### config.mk
export PLATFORM = sky130hd
export DESIGN_NAME = bpa_adder
export DESIGN_NICKNAME = d
export VERILOG_FILES = /design/src/rtl/bpa_pkg.sv /design/src/rtl/bpa_delay.sv /design/src/rtl/bpa_stage.sv /design/src/rtl/bpa_adder.sv
export SDC_FILE = /design/constraint.sdc
export NUM_CORES = 1
export LEC_CHECK = 0
export BUFFER_PORTS_ARGS = -buffer_cell sky130_fd_sc_hd__buf_2
export CAP_MARGIN = 10
export CELL_PAD_IN_SITES_DETAIL_PLACEMENT = 0
export CELL_PAD_IN_SITES_GLOBAL_PLACEMENT = 1
export CORE_ASPECT_RATIO = 0.75
export CORE_MARGIN = 2
export CORE_UTILIZATION = 45
export DETAILED_ROUTE_END_ITERATION = 6
export HOLD_SLACK_MARGIN = 0.05
export PLACE_DENSITY_LB_ADDON = 0.05
export SETUP_SLACK_MARGIN = 0.3
export SLEW_MARGIN = 20
export SYNTH_ARGS = -nofsm -noshare
export SYNTH_HDL_FRONTEND = slang
export SYNTH_SLANG_ARGS = --single-unit
### constraint.sdc
create_clock -name clk_i -period 2.2 [get_ports clk_i]
set_input_delay 0.11 -clock clk_i [delete_from_list [all_inputs] [get_ports clk_i]]
set_output_delay 0.11 -clock clk_i [all_outputs]
set_load 0.1 [all_outputs]
### src/rtl/bpa_pkg.sv
package bpa_pkg;

    localparam int unsigned DEFAULT_WIDTH = 4;

    typedef struct packed {
        logic s;
        logic c;
    } fa_out_t;

    function automatic fa_out_t full_add(input logic x, input logic y, input logic ci);
        fa_out_t r;
        r.s = x ^ y ^ ci;
        r.c = (x & y) | (ci & (x | y));
        return r;
    endfunction

endpackage

### src/rtl/bpa_delay.sv
module bpa_delay #(
    parameter int unsigned DEPTH = 1
) (
    input  logic clk_i,
    input  logic rst_i,
    input  logic d_i,
    output logic q_o
);
    logic [DEPTH-1:0] sh;

    always_ff @(posedge clk_i) begin
        if (rst_i) begin
            sh <= '0;
        end else begin
            sh[0] <= d_i;
            for (int i = 1; i < int'(DEPTH); i++) begin
                sh[i] <= sh[i-1];
            end
        end
    end

    assign q_o = sh[DEPTH-1];
endmodule

### src/rtl/bpa_stage.sv
module bpa_stage
    import bpa_pkg::*;
(
    input  logic clk_i,
    input  logic rst_i,
    input  logic a_i,
    input  logic b_i,
    input  logic c_i,
    output logic sum_o,
    output logic carry_o
);
    fa_out_t q;

    always_ff @(posedge clk_i) begin
        if (rst_i) begin
            q <= '0;
        end else begin
            q <= full_add(a_i, b_i, c_i);
        end
    end

    assign sum_o   = q.s;
    assign carry_o = q.c;

    // both operand bits set must generate a carry into the next stage
    a_r4_generate: assert property (@(posedge clk_i) disable iff (rst_i)
        ($past(a_i && b_i) && !$past(rst_i)) |-> carry_o);

    // both operand bits clear must kill any carry
    a_r4_kill: assert property (@(posedge clk_i) disable iff (rst_i)
        ($past(!a_i && !b_i) && !$past(rst_i)) |-> !carry_o);
endmodule

### src/rtl/bpa_adder.sv
module bpa_adder
    import bpa_pkg::*;
#(
    parameter int unsigned WIDTH = DEFAULT_WIDTH
) (
    input  logic             clk_i,
    input  logic             rst_i,
    input  logic             in_valid_i,
    input  logic [WIDTH-1:0] a_i,
    input  logic [WIDTH-1:0] b_i,
    input  logic             cin_i,
    output logic             out_valid_o,
    output logic [WIDTH-1:0] sum_o,
    output logic             cout_o
);
    localparam int unsigned LAT = WIDTH;

    logic [WIDTH-1:0] a_sk, b_sk;
    logic [WIDTH-1:0] s_raw;
    logic [WIDTH:0]   carry;

    assign carry[0] = cin_i;

    for (genvar k = 0; k < int'(WIDTH); k++) begin : g_bit
        if (k == 0) begin : g_noskew
            assign a_sk[k] = a_i[k];
            assign b_sk[k] = b_i[k];
        end else begin : g_skew
            bpa_delay #(.DEPTH(k)) u_a_skew (
                .clk_i(clk_i), .rst_i(rst_i), .d_i(a_i[k]), .q_o(a_sk[k]));
            bpa_delay #(.DEPTH(k)) u_b_skew (
                .clk_i(clk_i), .rst_i(rst_i), .d_i(b_i[k]), .q_o(b_sk[k]));
        end

        bpa_stage u_stage (
            .clk_i  (clk_i),
            .rst_i  (rst_i),
            .a_i    (a_sk[k]),
            .b_i    (b_sk[k]),
            .c_i    (carry[k]),
            .sum_o  (s_raw[k]),
            .carry_o(carry[k+1])
        );

        if (k == int'(WIDTH) - 1) begin : g_nodeskew
            assign sum_o[k] = s_raw[k];
        end else begin : g_deskew
            bpa_delay #(.DEPTH(WIDTH - 1 - k)) u_s_deskew (
                .clk_i(clk_i), .rst_i(rst_i), .d_i(s_raw[k]), .q_o(sum_o[k]));
        end
    end

    bpa_delay #(.DEPTH(LAT)) u_valid (
        .clk_i(clk_i), .rst_i(rst_i), .d_i(in_valid_i), .q_o(out_valid_o));

    assign cout_o = carry[WIDTH];

    // the cycle after reset every output is cleared
    a_r5_reset_clear: assert property (@(posedge clk_i) disable iff (rst_i)
        $past(rst_i) |-> (!out_valid_o && sum_o == '0 && !cout_o));

    if (WIDTH <= 8) begin : g_chk
        // a valid result only follows a valid input LAT cycles back
        a_r2_valid_latency: assert property (@(posedge clk_i) disable iff (rst_i)
            out_valid_o |-> $past(in_valid_i, LAT));

        // the result matches the arithmetic sum of the aligned operands
        a_r1_sum: assert property (@(posedge clk_i) disable iff (rst_i)
            out_valid_o |-> ({cout_o, sum_o} ==
                ({1'b0, $past(a_i, LAT)} + {1'b0, $past(b_i, LAT)}
                 + {{WIDTH{1'b0}}, $past(cin_i, LAT)})));
    end
endmodule

After elaboration in Yosys (flattened, before gate mapping) --
Index checks and enable logic that the tools add are counted.
Storage, ports and cells: word-level logic and storage cells 42, input port bits 12, output and inout bits 6, register bits 30
Cells by class: bitwise logic cells 24
Operators with widths (count):
- $and 1x1->1 | 8
- $or 1x1->1 | 8
- $xor 1x1->1 | 8

Depth between registers and ports, before layout --
Gate-level depths: netlist of run 1.
depth after elaboration 3, gate-level depth with buffers 2, depth with buffers taken out 2

Modules after synthesis --
A second synthesis of run 1 with hierarchy kept.
Unflattened totals: cell total of the unflattened synthesis 65, area, all modules 898.4 µm²
Modules (own cells, without submodules):
- bpa_stage | cells an instance 5, times used 4, seq. area each 40.0 µm², area an instance 72.6 µm²
- bpa_delay (g_bit[0].g_deskew.u_s_deskew ...) | cells an instance 6, times used 3, seq. area each 60.1 µm², area an instance 78.8 µm²
- bpa_delay (g_bit[1].g_deskew.u_s_deskew ...) | cells an instance 4, times used 3, seq. area each 40.0 µm², area an instance 52.6 µm²
- bpa_delay (u_valid) | cells an instance 8, times used 1, seq. area each 80.1 µm², area an instance 105.1 µm²
- bpa_delay (g_bit[1].g_skew.u_a_skew ...) | cells an instance 2, times used 3, seq. area each 20.0 µm², area an instance 33.8 µm²
- bpa_adder | cells an instance 1, times used 1, seq. area each 0.0 µm², area an instance 7.5 µm²

Worst setup path before layout of run 1 --
No wires, ideal clock.
path type register -> output, start reg g_bit[3].u_stage.q, in the netlist g_bit[3].u_stage.carry_o, end out cout_o, data arrival time 0.909 ns, data required time 2.090 ns, path slack 1.181 ns, stages on the path, launching flop included 1, path buffers 0, cells stage by stage dfxtp_1
RTL lines:
- from (decl) | RTL line bpa_stage.sv:12 | fa_out_t q;
- from (signal assigned) | RTL line bpa_stage.sv:18 | q <= full_add(a_i, b_i, c_i);
- to (decl) | RTL line bpa_adder.sv:14 | output logic cout_o
No word-level cell between the ends.

Worst setup path in the final report of run 1 --
start reg g_bit[0].g_deskew.u_s_deskew.sh[2], end out sum_o[0]
RTL lines:
- from (decl) | RTL line bpa_delay.sv:9 | logic [DEPTH-1:0] sh;
- from (signal, indexed assignment) | RTL line bpa_delay.sv:17 | sh[i] <= sh[i-1];
- to (decl) | RTL line bpa_adder.sv:13 | output logic [WIDTH-1:0] sum_o,
No word-level cell between the ends.

==> results of run 1 <==
-- cell usage in the layout, fill, tap and decap left out, drive strengths merged --
cell	Yosys	final
clkbuf	0	7
dfxtp	30	30
nor2b	30	30
fa	4	4
dlygate4sd3	0	7
buf	7	17
-- synth_stat cells --
cell     count  area, um2
buf_6        3      33.78
dfxtp_1     30      600.6
nor2b_1      6      37.54
fa_1         4      80.08
buf_4        4      30.03
nor2b_2     24      210.2
-- report_power, final --
part | switching (uW) | internal, uW | total, uW | leakage (uW)
combinational | 44.9 | 39.9 | 84.8 | 0.000224
clock | 154 | 120 | 274 | 0.0000254
sequential | 6.52 | 568 | 575 | 0.000246
-- through the flow --
stage                     power (uW)  worst slack (ns)  utilization  cells  hold slack (ns)
after global routing           984.7             1.004       0.5653    119           0.1486
after detailed placement       664.5             1.144       0.5092    105           0.3210
after floorplan                654.0             1.181            -     71           0.2391
after global placement         662.9             1.167       0.5092    105           0.3198
final                          933.8             1.064       0.5653    119           0.1636
after CTS                      950.4             1.043       0.5653    119           0.1529
-- routing by layer --
metal  routed length, um  vias to the layer above
met5                   0                        -
met4                  31                        0
met3                  88                        5
met2                 493                       18
met1                 455                      220
li1                    -                      254
-- worst max path at each step --
stage | depth (start not counted) | end | slack (ns)
after floorplan | 0 | cout_o | 1.18
after global placement | 2 | g_bit[2].u_stage.sum_o$_SDFF_PP0_ | 1.17
after detailed placement | 2 | g_bit[3].u_stage.sum_o$_SDFF_PP0_ | 1.14
after CTS | 1 | sum_o[0] | 1.04
after global routing | 1 | sum_o[0] | 1.00
final | 1 | sum_o[0] | 1.06
-- sequential cells by signal, summed over array words and instances, names as in the netlist --
register                       flops
g_bit.g_deskew.u_s_deskew.q_o      1
g_bit.g_deskew.u_s_deskew.sh       5
g_bit.g_skew.u_a_skew.q_o          1
g_bit.g_skew.u_a_skew.sh           5
g_bit.g_skew.u_b_skew.q_o          1
g_bit.g_skew.u_b_skew.sh           5
g_bit.u_stage.carry_o              4
g_bit.u_stage.sum_o                4
u_valid.sh                         4
-- cells by family (layout without fill, tap and decap cells) --
group | Yosys count | in the layout | share of synthesized area
fa+ha+maj | 4 | 4 | 0.08071
buf+inv | 7 | 31 | 0.06431
flops | 30 | 30 | 0.6053
simple gates | 30 | 30 | 0.2497
-- tightest hold or removal path: cells and delay by family --
family        cells  cell delay, ns
buf+inv           1            0.09
simple gates      1            0.11
fa+ha+maj         1            0.13
-- cell type report --
class	count	area share
Clock buffer	7	0.03888
Timing Repair Buffer	24	0.1339
Multi-Input combinational cell	34	0.2829
Tap cell	24	0.02592
Sequential cell	30	0.5184
-- repair_timing --
item,4_1_cts,5_1_grt
setup buffers,0,0
hold buffers,7,0
hold endpoints to repair,7,0
==> impl_metrics.yaml, run 1 <==
yosys:
  ys_ff_latch: 30
  synth_nets: 87
  netlist_instances: 71
  ys_seq_area_frac: 0.6053
  syn_area_per_cell_um2: 13.97
  synth_area_um2: 992.2
  yosys_warnings: 0
  ys_types: 6
min_path:
  hold_end: "g_bit[0].u_stage.sum_o$_SDFF_PP0_"
  hold_start: "cin_i"
  hold_path.class: "primary input to flip-flop"
  hold_path_depth: 3
grt:
  top_usage_layer: "met2"
  grt_pass1_vias: 450
  grt_use_met2: 0.1432
  overflow: 0
  grt_pass1_wl_mm: 1.835
  grt_max_degree: 31
  use_met1: 0.1125
  grt_usage: 0.1045
  use_met3: 0.06140
  antenna_found_initial: 0
die:
  die_area_um2: 2600
  die_height_um: 44.67
  initial_utilization: 0.4841
  ios: 18
  die_w_um: 58.22
  fp-row-count: 14
  coreArea_um2: 2049
placed_design:
  post-dp-hpwl_um: 655.7
  place_congestion: 0.6261
  placed_area_um2: 1044
  io_buffers: 17
layout:
  final_nets: 111
  fillers: 189
  n_antenna_cell: 0
  regArea_um2: 600.6
  layout-drive-gt1-share: 0.4842
  area_delta_synth_final_pct: 16.77
  multiInputGateArea_um2: 327.8
  final_cell_area_um2: 1159
sta:
  rsz0062_at_grt: "no"
  maxSlewHeadroom: 0.5122
  fin_crit_ns: 1.136
  worst_pin_slew_ns: 0.7317
  clock_skew_ns: 0.002724
  maxClockFrequency_mhz: 880.3
  maxSlewViolCount: 0
  finalHoldViolCount: 0
  min_period_over_period: 0.5164
  totalNegativeSetupSlack_ns: 0
  setup_viol: 0
clocking:
  worst_skew_pair.late_latency_ns: 0.31
  path_clk_slew_ns: 0.08
  cts_tree: "yes"
  cts_sinks: 30
  cts_resized: 0
  cts_buffer_depth: 2
  cts_htree_levels: 2
  cts-root-buf: "clkbuf_4"
  numCtsBuffers: 5
worst_setup_path:
  startpoint: "g_bit[0].g_deskew.u_s_deskew.sh[2]$_SDFF_PP0_"
  crit_arrival_ns: 1.03
  slowest_stage: "buf_2"
  worstReg2RegEnd: "g_bit[3].u_stage.sum_o$_SDFF_PP0_"
  ff2ff_path_depth: 2
  critPathTopFamily: "buffers and inverters"
  cp_cell_sequence: "buf_2"
  timing.rr.start: "g_bit[2].u_stage.carry_o$_SDFF_PP0_"
  endpoint_kind: "output port"
  crit_path_start_kind: "flip-flop"
  crit_path_max_incr_delay_ns: 0.41
  rrSetupSlack_ns: 1.14
  worstSetupPathType: "flip-flop to output port"
  crit_buf_inv: 1
  path_max_fanout: 1
  cp.required_ns: 2.09
pwr:
  p_leak_uw: 0.0004961
  ir_drop_mv: 0.4498
  p_per_area_nw_per_um2: 806.0
run_status:
  status: "completed"
detailed_routing:
  drtPass1Iterations: 1
  route.detailed.drc: 0
  routedWlPerCell_um: 8.975
  dr_total_vias: 497
  vias_per_cell: 4.176
  drt_iter0_markers: 0
  wirelength_mm: 1.068
  ant_nets: 0
flow_run:
  maxCapViolations: 0
Power figures use the tool's default switching activity.
==> run 2, diff against run 1 <==
Settings changed: CORE_UTILIZATION 45 to 42.
Clock period 2.2 ns to 1.1 ns, I/O delays scaled along.
==> run 2 against run 1 <==
  * Worst hold slack worse by 0.055 ns
  * Power up 130%
  * Register-to-register slack worse by 1.1 ns
  * Largest cell class unchanged
  * Critical path type is now flip-flop to flip-flop
  * Clock-buffer cell count up 1
  * Sequential power up 100%
  * Non-clock buffer count up 1
  * Critical endpoint is now g_bit[1].u_stage.sum_o$_SDFF_PP0_
  * Largest power group unchanged
  * Via count up 1.0%
  * Combinational power up 140%
==> impl_metrics.yaml, run 2 (synthesis gave the netlist of run 1 again) <==
detailed_routing:
  dr_total_vias: 502
  wirelength_mm: 1.098
  vias_per_cell: 3.832
  route.detailed.drc: 0
  ant_nets: 0
  drt_iter0_markers: 2
  drtPass1Iterations: 2
  routedWlPerCell_um: 8.382
sta:
  fin_crit_ns: 1.040
  totalNegativeSetupSlack_ns: 0
  finalHoldViolCount: 0
  maxClockFrequency_mhz: 961.8
  worst_pin_slew_ns: 0.1932
  maxSlewHeadroom: 0.8712
  min_period_over_period: 0.9452
  rsz0062_at_grt: "yes"
  maxSlewViolCount: 0
  clock_skew_ns: 0.001915
  setup_viol: 0
layout:
  area_delta_synth_final_pct: 35.69
  final_cells: 131
  final_cell_mix: "nor2b_2, dfxtp_1, dfxtp_2, buf_2"
  final_nets: 112
  largestRegisters: "g_bit.g_deskew.u_s_deskew.sh: 5 flops, g_bit.g_skew.u_a_skew.sh: 5 flops, g_bit.g_skew.u_b_skew.sh: 5 flops"
  layout-drive-gt1-share: 0.6392
  n_antenna_cell: 0
  final_common_cell: "nor2b_2"
worst_setup_path:
  crit_arrival_ns: 1.29
  startpoint: "g_bit[0].u_stage.carry_o$_SDFF_PP0_"
  timing.rr.start: "g_bit[0].u_stage.carry_o$_SDFF_PP0_"
  cp.required_ns: 1.35
  crit_path_start_kind: "flip-flop"
  path_max_fanout: 1
  worstSetupPathType: "flip-flop to flip-flop"
  endpoint_kind: "flip-flop"
clocking:
  cts-root-buf: "clkbuf_4"
  cts_buffer_depth: 2
  path_clk_slew_ns: 0.08
  worst_skew_pair.late_latency_ns: 0.31
  cts_htree_levels: 2
  cts_tree: "yes"
  cts_sinks: 30
  numCtsBuffers: 5
die:
  coreArea_um2: 2271
  ios: 18
  initial_utilization: 0.4369
  fp-row-count: 15
  die_w_um: 60.13
  die_area_um2: 2771
  die_height_um: 46.09
flow_run:
  maxCapViolations: 0
pwr:
  p_leak_uw: 0.0005481
  p_per_area_nw_per_um2: 1588
  ir_drop_mv: 0.7864
placed_design:
  post-dp-hpwl_um: 624
  dp.cells: 116
  io_buffers: 17
  place_congestion: 0.6261
grt:
  antenna_found_initial: 0
  grt_pass1_vias: 385
  grt_pass1_wl_mm: 1.656
  overflow: 0
  grt_usage: 0.09518
  grt_max_degree: 31
run_status:
  status: "completed"
min_path:
  hold_path.class: "primary input to flip-flop"
  hold_start: "cin_i"
[run 2: changes by cell type in the layout (fill, tap and decap cells not counted), sizes merged]
cell and delta:
clkbuf +1, buf +1
[run 2: critical path, cell delays in order (launching register included)]
cell	delay, ns
dfxtp_2	0.33
fa_2	0.54
nor2b_1	0.11
[run 2: cell type report]
cell class,instances,area [um2]
multi-input cells,34,345.3
clock buffers,8,78.83
well taps,34,42.54
fillers,195,924.6
repair buffers,25,265.3
flip-flops and latches,30,614.3
[run 2: report_power, final]
group | switching [uW] | leakage (uW) | total [uW] | internal (uW)
Combinational | 94.3 | 0.000252 | 205 | 111
Clock | 341 | 0.0000446 | 778 | 437
Sequential | 17.0 | 0.000251 | 1160 | 1140
[run 2: per-stage QoR]
| stage | worst slack (ns) | total power [uW] | util | cell area (um2) | hold WS (ns) |
|---|---|---|---|---|---|
| after global placement | 0.1023 | 1342 | 0.4815 | 1094 | 0.2647 |
| after global routing | 0.03238 | 2239 | 0.5928 | 1346 | 0.09170 |
| final | 0.06027 | 2138 | 0.5928 | 1346 | 0.1085 |
| after detailed placement | 0.08189 | 1345 | 0.4815 | 1094 | 0.2663 |
| after CTS | 0.06863 | 2173 | 0.5835 | 1325 | 0.09108 |
| after floorplan | 0.1111 | 1315 | - | 1010 | 0.1841 |
[run 2: path summary, 6_finish.rpt]
kind	to	slack, ns	cells past startpoint
min reg2reg	g_bit[2].g_skew.u_b_skew.sh[1]$_SDFF_PP0_	0.44	1
max reg2reg	g_bit[1].u_stage.sum_o$_SDFF_PP0_	0.06	2
min	g_bit[0].u_stage.sum_o$_SDFF_PP0_	0.11	3
max	g_bit[1].u_stage.sum_o$_SDFF_PP0_	0.06	2
[run 2: repair_timing]
action,4_1_cts,5_1_grt
endpoints found under the setup margin,12,12
hold buffers,7,0
gates resized for setup,25,9
gates cloned,0,0
setup buffers,0,0
endpoints found under the hold margin,7,0
pin swaps,1,2
[run 2: metal layers]
metal	part of all wire	global-route usage
met1	0.45	0.1088
met4	0.023	0.09333
met2	0.47	0.1109
met5	0	0
met3	0.058	0.06742
